<file path="src/rtl/useq_sequencer.sv">
module useq_sequencer #(
  parameter int AW = 8,
  parameter int CW = 4,
  parameter logic [AW-1:0] FETCH_ENTRY  = 8'h00,
  parameter logic [AW-1:0] INT_ENTRY    = 8'h10,
  parameter logic [AW-1:0] BRANCH_ENTRY = 8'h40
) (
  input  logic                  clk,
  input  logic                  rst_n,
  input  logic [2:0]            nac,
  input  logic [$clog2(CW)-1:0] cond_sel,
  input  logic                  cond_inv,
  input  logic [AW-1:0]         br_addr,
  input  logic [CW-1:0]         cond_in,
  input  logic [AW-2:0]         ir_top,
  input  logic                  irq_pend,
  output logic [AW-1:0]         car,
  output logic [AW-1:0]         ret_addr
);
  localparam logic [2:0] C_NEXT = 3'd0, C_JUMP = 3'd1, C_CBR  = 3'd2, C_CALL = 3'd3,
                         C_RET  = 3'd4, C_DISP = 3'd5, C_END  = 3'd6, C_CCAL = 3'd7;
  localparam logic [AW-1:0] ONE = AW'(1);

  logic          cond_ok;
  logic [1:0]    grp;
  logic [AW-1:0] car_inc, disp_addr, car_d, ret_d;

  assign cond_ok   = cond_in[cond_sel] ^ cond_inv;
  assign car_inc   = car + ONE;
  assign grp       = ir_top[AW-2 -: 2];
  assign disp_addr = (grp == 2'b11) ? BRANCH_ENTRY : {1'b1, ir_top};

  always_comb begin
    car_d = car_inc;
    ret_d = ret_addr;
    case (nac)
      C_JUMP: car_d = br_addr;
      C_CBR:  if (cond_ok) car_d = br_addr;
      C_CALL: begin car_d = br_addr; ret_d = car_inc; end
      C_RET:  car_d = ret_addr;
      C_DISP: car_d = disp_addr;
      C_END:  car_d = irq_pend ? INT_ENTRY : FETCH_ENTRY;
      C_CCAL: if (cond_ok) begin car_d = br_addr; ret_d = car_inc; end
      default: ;
    endcase
  end

  always_ff @(posedge clk or negedge rst_n) begin
    if (!rst_n) begin
      car      <= FETCH_ENTRY;
      ret_addr <= '0;
    end else begin
      car      <= car_d;
      ret_addr <= ret_d;
    end
  end

  AST_NEXT_INC: assert property (@(posedge clk) disable iff (!rst_n)
    nac == C_NEXT |=> car == AW'($past(car) + ONE));
  AST_JUMP_LOAD: assert property (@(posedge clk) disable iff (!rst_n)
    nac == C_JUMP |=> car == $past(br_addr));
  AST_CALL_LINK: assert property (@(posedge clk) disable iff (!rst_n)
    nac == C_CALL |=> ret_addr == AW'($past(car) + ONE) && car == $past(br_addr));
  AST_RET_LOAD: assert property (@(posedge clk) disable iff (!rst_n)
    nac == C_RET |=> car == $past(ret_addr));
  AST_RET_HOLD: assert property (@(posedge clk) disable iff (!rst_n)
    nac != C_CALL && nac != C_CCAL |=> $stable(ret_addr));
  AST_BRANCH_GROUP: assert property (@(posedge clk) disable iff (!rst_n)
    nac == C_DISP && ir_top[AW-2 -: 2] == 2'b11 |=> car == BRANCH_ENTRY);
  AST_IRQ_VECTOR: assert property (@(posedge clk) disable iff (!rst_n)
    nac == C_END && irq_pend |=> car == INT_ENTRY);
  AST_FETCH_VECTOR: assert property (@(posedge clk) disable iff (!rst_n)
    nac == C_END && !irq_pend |=> car == FETCH_ENTRY);
endmodule

</file>
<file path="config.mk">
export PLATFORM = sky130hd
export DESIGN_NAME = useq_sequencer
export DESIGN_NICKNAME = d
export VERILOG_FILES = /design/src/rtl/useq_sequencer.sv
export SDC_FILE = /design/constraint.sdc
export NUM_CORES = 1
export LEC_CHECK = 0
export BUFFER_PORTS_ARGS = -buffer_cell sky130_fd_sc_hd__buf_2
export CAP_MARGIN = 25
export CORE_ASPECT_RATIO = 0.8
export CORE_MARGIN = 2
export CORE_UTILIZATION = 47
export DETAILED_ROUTE_END_ITERATION = 8
export PLACE_DENSITY = 0.79
export SLEW_MARGIN = 10
export SYNTH_ARGS = -nofsm -noshare
export SYNTH_HDL_FRONTEND = slang
export SYNTH_SLANG_ARGS = --single-unit
export TNS_END_PERCENT = 5
</file>
<file path="constraint.sdc">
create_clock -name clk -period 1.8 [get_ports clk]
set_clock_uncertainty 0.1 [all_clocks]
set_input_delay 0.27 -clock clk [delete_from_list [all_inputs] [get_ports clk]]
set_output_delay 0.27 -clock clk [all_outputs]
set_load 0.01 [all_outputs]
</file>
==> impl_metrics.csv, run 1 <==
group,metric,value,unit
synthesis,synth_cells,101,
setup_path,cpMaxStageDelayCell,"mux4_2",
die,initial_utilization,49.0,%
setup_path,rr_worst_depth,5,
cts,cts_buffers,3,
synthesis,yosys_register_bits,16,
sta,report.final.slew_viol_count,0,
detailed_routing,routed_via_density,5.47,
cts,insertion_delay,0.29,ns
final_layout,areaGrowthSynthToFinish,31.8,%
detailed_routing,wire_per_inst,14.2,um
final_layout,antenna_cells,0,
pwr,ir_worst_vdd,548,uV
final_layout,finalInstanceArea,0.00137,mm2
grt,grt_max_degree,17,
min_path,whs_path_depth,3,
pwr,finalPower,0.00121,W
pwr,leakage,0.638,nW
pwr,p_comb_share,36.9,%
grt,grt_usage,21.0,%
pwr,intPower,0.000786,W
cts,cts_htree_levels,1,
cts,clockBufferDepth,2,
final_layout,fin_util,64.5,%
pwr,power_density,885,mW/mm2
synthesis,synth.avg_cell_area,10.3,um2
cts,cts-root-buf,"clkbuf_4",
sta,layout_setup_ws,0.206,ns
detailed_routing,vias,980,
setup_path,end_kind,"flip-flop",
die,row_count,15,
die,chipWidth,56.6,um
setup_path,crit_chain,"buf_2 -> mux4_2 -> xnor2_4 -> a21oi_4 -> buf_4 -> nor2_1 -> a21oi_1",
synthesis,synth_area,0.00104,mm2
pwr,p_sw,0.000425,W
setup_path,max_stage_delay,0.55,ns
detailed_routing,wl,2.54,mm
detailed_routing,drtIter0Drc,35,
pwr,netSwitchingFraction,35.1,%
die,io-pin-count,44,
grt,overflow,0,
pwr,p_clk_share,20.1,%
placement,post_dp_cell_area,0.00132,mm2
min_path,hold_class,"input port to flip-flop",
final_layout,layout.nets,184,
placement,place_ws,-0.0855,ns
final_layout,fin_cells,179,
grt,antenna_found_initial,0,
sta,worstMarginPinSlew,0.614,ns
cts,cts.sinks,16,
pwr,power_frac_seq,43.1,%
detailed_routing,remaining_drc_errors,0,
die,die_h,46.0,um
sta,min_period,1.59,ns
cts,cts_tree,"built",
grt,grt_pass1_wl,4.19,mm
sta,maxSlewHeadroom,59.0,%
final_layout,final_common_cell,"buf_2",
setup_path,start_kind,"input port",
sta,rsz0062_at_grt,"no",
sta,finalHoldViolCount,0,
sta,setup_viol,0,
setup_path,arrival,1.71,ns
synthesis,yosys_warnings,0,
sta,fin_crit_sh,88.5,%
setup_path,path_max_fanout,6,
cts,clk_pin_slew_worst_paths,0.10,ns
final_layout,layout_common_cells,"buf_2, dfrtp_1, nand2_1, nand3_1, buf_4",
detailed_routing,drtAntennaViolNets,0,
synthesis,ys_seq_area_share,38.6,%
synthesis,synth.net_count,130,
run,maxCapViolCount,0,
detailed_routing,first_pass_iters,4,
die,die_area,0.00260,mm2
placement,hpwl,2.05,mm
final_layout,final_layout_size_suffix_gt1_share,48.1,%
grt,grt_pass1_vias,940,
sta,timing.fmax,627,MHz
cts,cts.repair.resized,0,
die,core-area,0.00212,mm2
synthesis,synth_cell_types,35,
setup_path,critPathRequiredTime,1.91,ns
placement,io_buffers,43,
setup_path,worstSetupPathType,"input port to flip-flop",
placement,post-place-cells,174,
placement,gp_congestion,0.810,
status,status,"complete, no violations",
[sequential cells by signal (all words and copies together), names as in the netlist]
register and count:
car 8, ret_addr 8
[stage by stage]
| step | hold slack (ns) | setup TNS [ns] |
|---|---|---|
| 2_1_floorplan | -0.126 | 0 |
| 3_3_place_gp | 0.100 | -0.480 |
| 3_5_place_dp | 0.113 | -0.584 |
| 4_1_cts | 0.121 | 0 |
| 5_1_grt | 0.129 | 0 |
| 6_report | 0.133 | 0 |
[power groups by stage]
| stage | logic, W | clock network [W] | registers, W |
|---|---|---|---|
| floorplan | 0.000225 | 0 | 0.000559 |
| global placement | 0.000441 | 0 | 0.000526 |
| detailed placement | 0.000445 | 0 | 0.000532 |
| CTS | 0.000451 | 0.000250 | 0.000523 |
| global route | 0.000489 | 0.000269 | 0.000536 |
| finish | 0.000447 | 0.000243 | 0.000522 |
[worst paths after layout]
| path | startpoint | end | slack (ns) |
|---|---|---|---|
| max | cond_sel[0] | ret_addr[7]$_DFFE_PN0P_ | 0.21 |
| min | br_addr[6] | car[6]$_DFF_PN0_ | 0.13 |
| max reg2reg | car[0]$_DFF_PN0_ | car[7]$_DFF_PN0_ | 0.30 |
| min reg2reg | ret_addr[1]$_DFFE_PN0P_ | car[1]$_DFF_PN0_ | 0.44 |
| max in group asynchronous | rst_n | ret_addr[4]$_DFFE_PN0P_ | 1.01 |
| min in group asynchronous | rst_n | car[6]$_DFF_PN0_ | 0.32 |
[logic make-up (layout without fill, tap and decap cells)]
| group | Yosys count | count (layout) | synth area share [%] |
|---|---|---|---|
| AO/OA/AOI/OAI | 28 | 28 | 22.7 |
| XOR/XNOR | 8 | 8 | 8.55 |
| adder cells (fa/ha/maj) | 1 | 1 | 1.20 |
| buffers and inverters | 6 | 59 | 2.89 |
| flip-flops | 16 | 16 | 38.6 |
| multiplexers | 8 | 8 | 9.64 |
| AND/OR/NAND/NOR | 34 | 34 | 16.5 |
[area by class of cell]
class	count	area, um2
clock buffer	4	36.3
fill	181	752
multi-input combinational	79	608
timing repair buffer	51	278
tap	25	31.3
inverter	4	15.0
sequential	16	400
[layer usage]
| layer | vias up | share of wire [%] | GRT usage (%) |
|---|---|---|---|
| li1 | 479 | - | - |
| met1 | 451 | 44 | 28.6 |
| met2 | 48 | 46 | 34.9 |
| met3 | 2 | 9.1 | 3.41 |
| met4 | 0 | 0.43 | 6.67 |
| met5 | - | 0 | 0 |
[Yosys cell counts]
| library cell | instances | area (um2) |
|---|---|---|
| o221ai_1 | 4 | 35.0 |
| a21oi_1 | 3 | 15.0 |
| o211ai_1 | 3 | 22.5 |
| o21ai_0 | 2 | 10.0 |
| and3_1 | 2 | 12.5 |
| nand3_1 | 7 | 35.0 |
| nor2_1 | 5 | 18.8 |
| mux2_2 | 2 | 22.5 |
| o211ai_2 | 1 | 12.5 |
| o21ai_2 | 1 | 8.76 |
| o21bai_2 | 1 | 11.3 |
| mux2_4 | 1 | 15.0 |
| nand3b_1 | 2 | 15.0 |
| or2_2 | 1 | 6.26 |
| or2_1 | 1 | 6.26 |
| mux4_2 | 1 | 22.5 |
| a21oi_2 | 4 | 35.0 |
| dfrtp_1 | 16 | 400 |
| o311ai_2 | 1 | 16.3 |
| o22ai_1 | 1 | 6.26 |
| a22oi_1 | 5 | 37.5 |
| nand2_1 | 9 | 33.8 |
| ha_1 | 1 | 12.5 |
| xnor2_4 | 1 | 27.5 |
| xor2_1 | 3 | 26.3 |
| buf_1 | 1 | 3.75 |
| nand2b_1 | 1 | 6.26 |
| buf_6 | 1 | 11.3 |
| a21oi_4 | 1 | 16.3 |
| xnor2_1 | 4 | 35.0 |
| nor2b_1 | 1 | 6.26 |
| a32oi_1 | 1 | 8.76 |
| mux2i_1 | 4 | 40.0 |
| inv_1 | 4 | 15.0 |
| nor2_2 | 5 | 31.3 |
[worst max-delay path: cells and delay by family]
| kind | cells | cell delay [ns] |
|---|---|---|
| simple gates | 1 | 0.05 |
| buf+inv | 2 | 0.30 |
| mux | 1 | 0.55 |
| compound gates | 2 | 0.34 |
| xor+xnor | 1 | 0.18 |
[repair_timing]
| item | 4_1_cts | 5_1_grt |
|---|---|---|
| endpoints found under the hold margin | 16 | 0 |
| setup buffers | 0 | 0 |
| setup endpoints to repair | 0 | 0 |
| hold buffers | 1 | 0 |
(Power assumes the default switching activity.)
==> run 2: changes to the inputs <==
--- a/config.mk
+++ b/config.mk
@@ -9,9 +9,9 @@
 export CAP_MARGIN = 25
 export CORE_ASPECT_RATIO = 0.8
 export CORE_MARGIN = 2
-export CORE_UTILIZATION = 47
+export CORE_UTILIZATION = 45
 export DETAILED_ROUTE_END_ITERATION = 8
-export PLACE_DENSITY = 0.79
+export PLACE_DENSITY = 0.76
 export SLEW_MARGIN = 10
 export SYNTH_ARGS = -nofsm -noshare
 export SYNTH_HDL_FRONTEND = slang
==> constraint.sdc (replaced) <==
create_clock -name clk -period 1.65 [get_ports clk]
set_clock_uncertainty 0.1 [all_clocks]
set_input_delay 0.2475 -clock clk [delete_from_list [all_inputs] [get_ports clk]]
set_output_delay 0.2475 -clock clk [all_outputs]
set_load 0.01 [all_outputs]
==> run 2 against run 1 <==
Net effect: sequential cell count unchanged; design area increased by 2.2%; global-route usage decreased by 0.50 points; critical endpoint unchanged; sequential share of layout area decreased by 0.63 points; clock-buffer cell count unchanged.
==> impl_metrics.csv, run 2 (synthesis results as in run 1) <==
group,metric,value,unit
sta,report.final.slew_viol_count,0,
setup_path,path_max_fanout,8,
min_path,whs_path_depth,3,
setup_path,rrSetupSlack,0.16,ns
cts,cts.sinks,16,
pwr,p_sw,0.000473,W
pwr,netSwitchingFraction,35.4,%
sta,rsz0062_at_grt,"no",
status,status,"complete, no violations",
pwr,finalPower,0.00134,W
die,die_area,0.00271,mm2
die,core-area,0.00218,mm2
cts,insertion_delay,0.30,ns
grt,grt_pass1_wl,4.15,mm
final_layout,final_common_cell,"buf_2",
pwr,power_density,956,mW/mm2
grt,overflow,0,
sta,min_period,1.56,ns
setup_path,rr_worst_depth,5,
setup_path,r2r-end,"car[7]$_DFF_PN0_",
pwr,leakage,0.657,nW
final_layout,layout.nets,188,
min_path,hold_class,"input port to flip-flop",
final_layout,final_layout_size_suffix_gt1_share,49.4,%
setup_path,start_kind,"input port",
setup_path,end_kind,"flip-flop",
detailed_routing,remaining_drc_errors,0,
sta,maxSlewHeadroom,55.6,%
final_layout,fillCellCount,177,
die,io-pin-count,44,
setup_path,worstSetupPathType,"input port to flip-flop",
detailed_routing,wire_per_inst,14.0,um
grt,grt_usage,20.5,%
grt,antenna_found_initial,0,
detailed_routing,drtAntennaViolNets,0,
cts,clk_pin_slew_worst_paths,0.10,ns
final_layout,layout_common_cells,"buf_2, dfrtp_1, buf_4, nand2_1, nand3_1",
placement,post-place-cells,178,
pwr,intPower,0.000864,W
detailed_routing,drtIter0Drc,41,
min_path,hold_end,"car[7]$_DFF_PN0_",
final_layout,antenna_cells,0,
sta,setup_viol,0,
cts,cts-root-buf,"clkbuf_4",
final_layout,fin_cells,183,
die,die_h,47.0,um
placement,io_buffers,43,
placement,hpwl,2.07,mm
min_path,min_from,"br_addr[7]",
die,initial_utilization,47.7,%
detailed_routing,wl,2.57,mm
cts,cts_tree,"built",
setup_path,rr_startpoint,"car[0]$_DFF_PN0_",
sta,timing.fmax,639,MHz
pwr,ir_worst_vdd,793,uV
pwr,power_frac_seq,42.8,%
detailed_routing,vias,983,
placement,gp_congestion,0.845,
grt,grt_max_degree,17,
die,row_count,15,
setup_path,critPathRequiredTime,1.78,ns
die,chipWidth,57.7,um
pwr,p_clk_share,20.2,%
sta,fin_crit_sh,94.8,%
cts,cts_setup_buffers,0,
final_layout,top_regs,"car (8), ret_addr (8)",
sta,worstMarginPinSlew,0.664,ns
cts,clockBufferDepth,2,
cts,cts_htree_levels,1,
run,maxCapViolCount,0,
pwr,p_comb_share,37.0,%
final_layout,areaGrowthSynthToFinish,34.7,%
setup_path,arrival,1.69,ns
sta,finalHoldViolCount,0,
cts,cts_buffers,3,
detailed_routing,first_pass_iters,4,
detailed_routing,routed_via_density,5.37,
grt,grt_pass1_vias,929,
## run 2: changes by cell type in the layout (fill, tap and decap cells not counted), sizes merged
cell	delta
buf	+4
## run 2: what timing repair did
item | 4_1_cts | 5_1_grt
endpoints found under the hold margin | 16 | 0
hold buffers | 1 | 0
setup endpoints to repair | 0 | 0
gates resized for setup | 0 | 0
## run 2: critical path: stages
cell and delay, ns:
buf_2 0.10, mux4_2 0.56, xnor2_4 0.19, a21oi_4 0.21, buf_4 0.22, nor2_1 0.05
a21oi_1 0.11
## run 2: worst max path at each step
stage | endpoint | start
detailed placement | car[5]$_DFF_PN0_ | cond_sel[0]
CTS | ret_addr[7]$_DFFE_PN0P_ | cond_sel[0]
global placement | ret_addr[7]$_DFFE_PN0P_ | cond_sel[0]
floorplan | ret_addr[1]$_DFFE_PN0P_ | cond_sel[0]
global route | car[4]$_DFF_PN0_ | cond_in[2]
finish | ret_addr[7]$_DFFE_PN0P_ | cond_sel[0]
## run 2: final cells by class
type / count / area, um2 / share of cell area [%]
Tap cell: 25 / 31.3 / 2.24
Multi-Input combinational cell: 79 / 608 / 43.5
Inverter: 4 / 15.0 / 1.07
Timing Repair Buffer: 55 / 308 / 22.0
Clock buffer: 4 / 36.3 / 2.59
Sequential cell: 16 / 400 / 28.6
## run 2: stage by stage
stage	setup TNS [ns]	area [um2]	setup WS, ns	utilization, %	hold WS, ns
6_report	0	1400	0.0861	64.3	0.107
3_3_place_gp	-2.24	1350	-0.202	62.1	0.0757
5_1_grt	0	1400	0.0158	64.3	0.0932
2_1_floorplan	-0.0413	1040	-0.0413	-	-0.148
4_1_cts	0	1400	0.0774	64.3	0.0989
3_5_place_dp	-2.73	1350	-0.235	62.1	0.0844
## run 2: power by group through the flow
stage	registers, W	logic (W)	clock network (W)
2_1_floorplan	0.000610	0.000245	0
3_3_place_gp	0.000571	0.000490	0
3_5_place_dp	0.000581	0.000494	0
4_1_cts	0.000574	0.000499	0.000277
5_1_grt	0.000583	0.000540	0.000296
6_report	0.000572	0.000495	0.000270
## run 2: layer usage
metal,track usage [%],vias up,part of all wire [%]
li1,-,488,-
met1,25.0,452,43
met2,36.8,41,48
met3,6.34,2,8.8
met4,4.19,0,0.66
met5,0,-,0
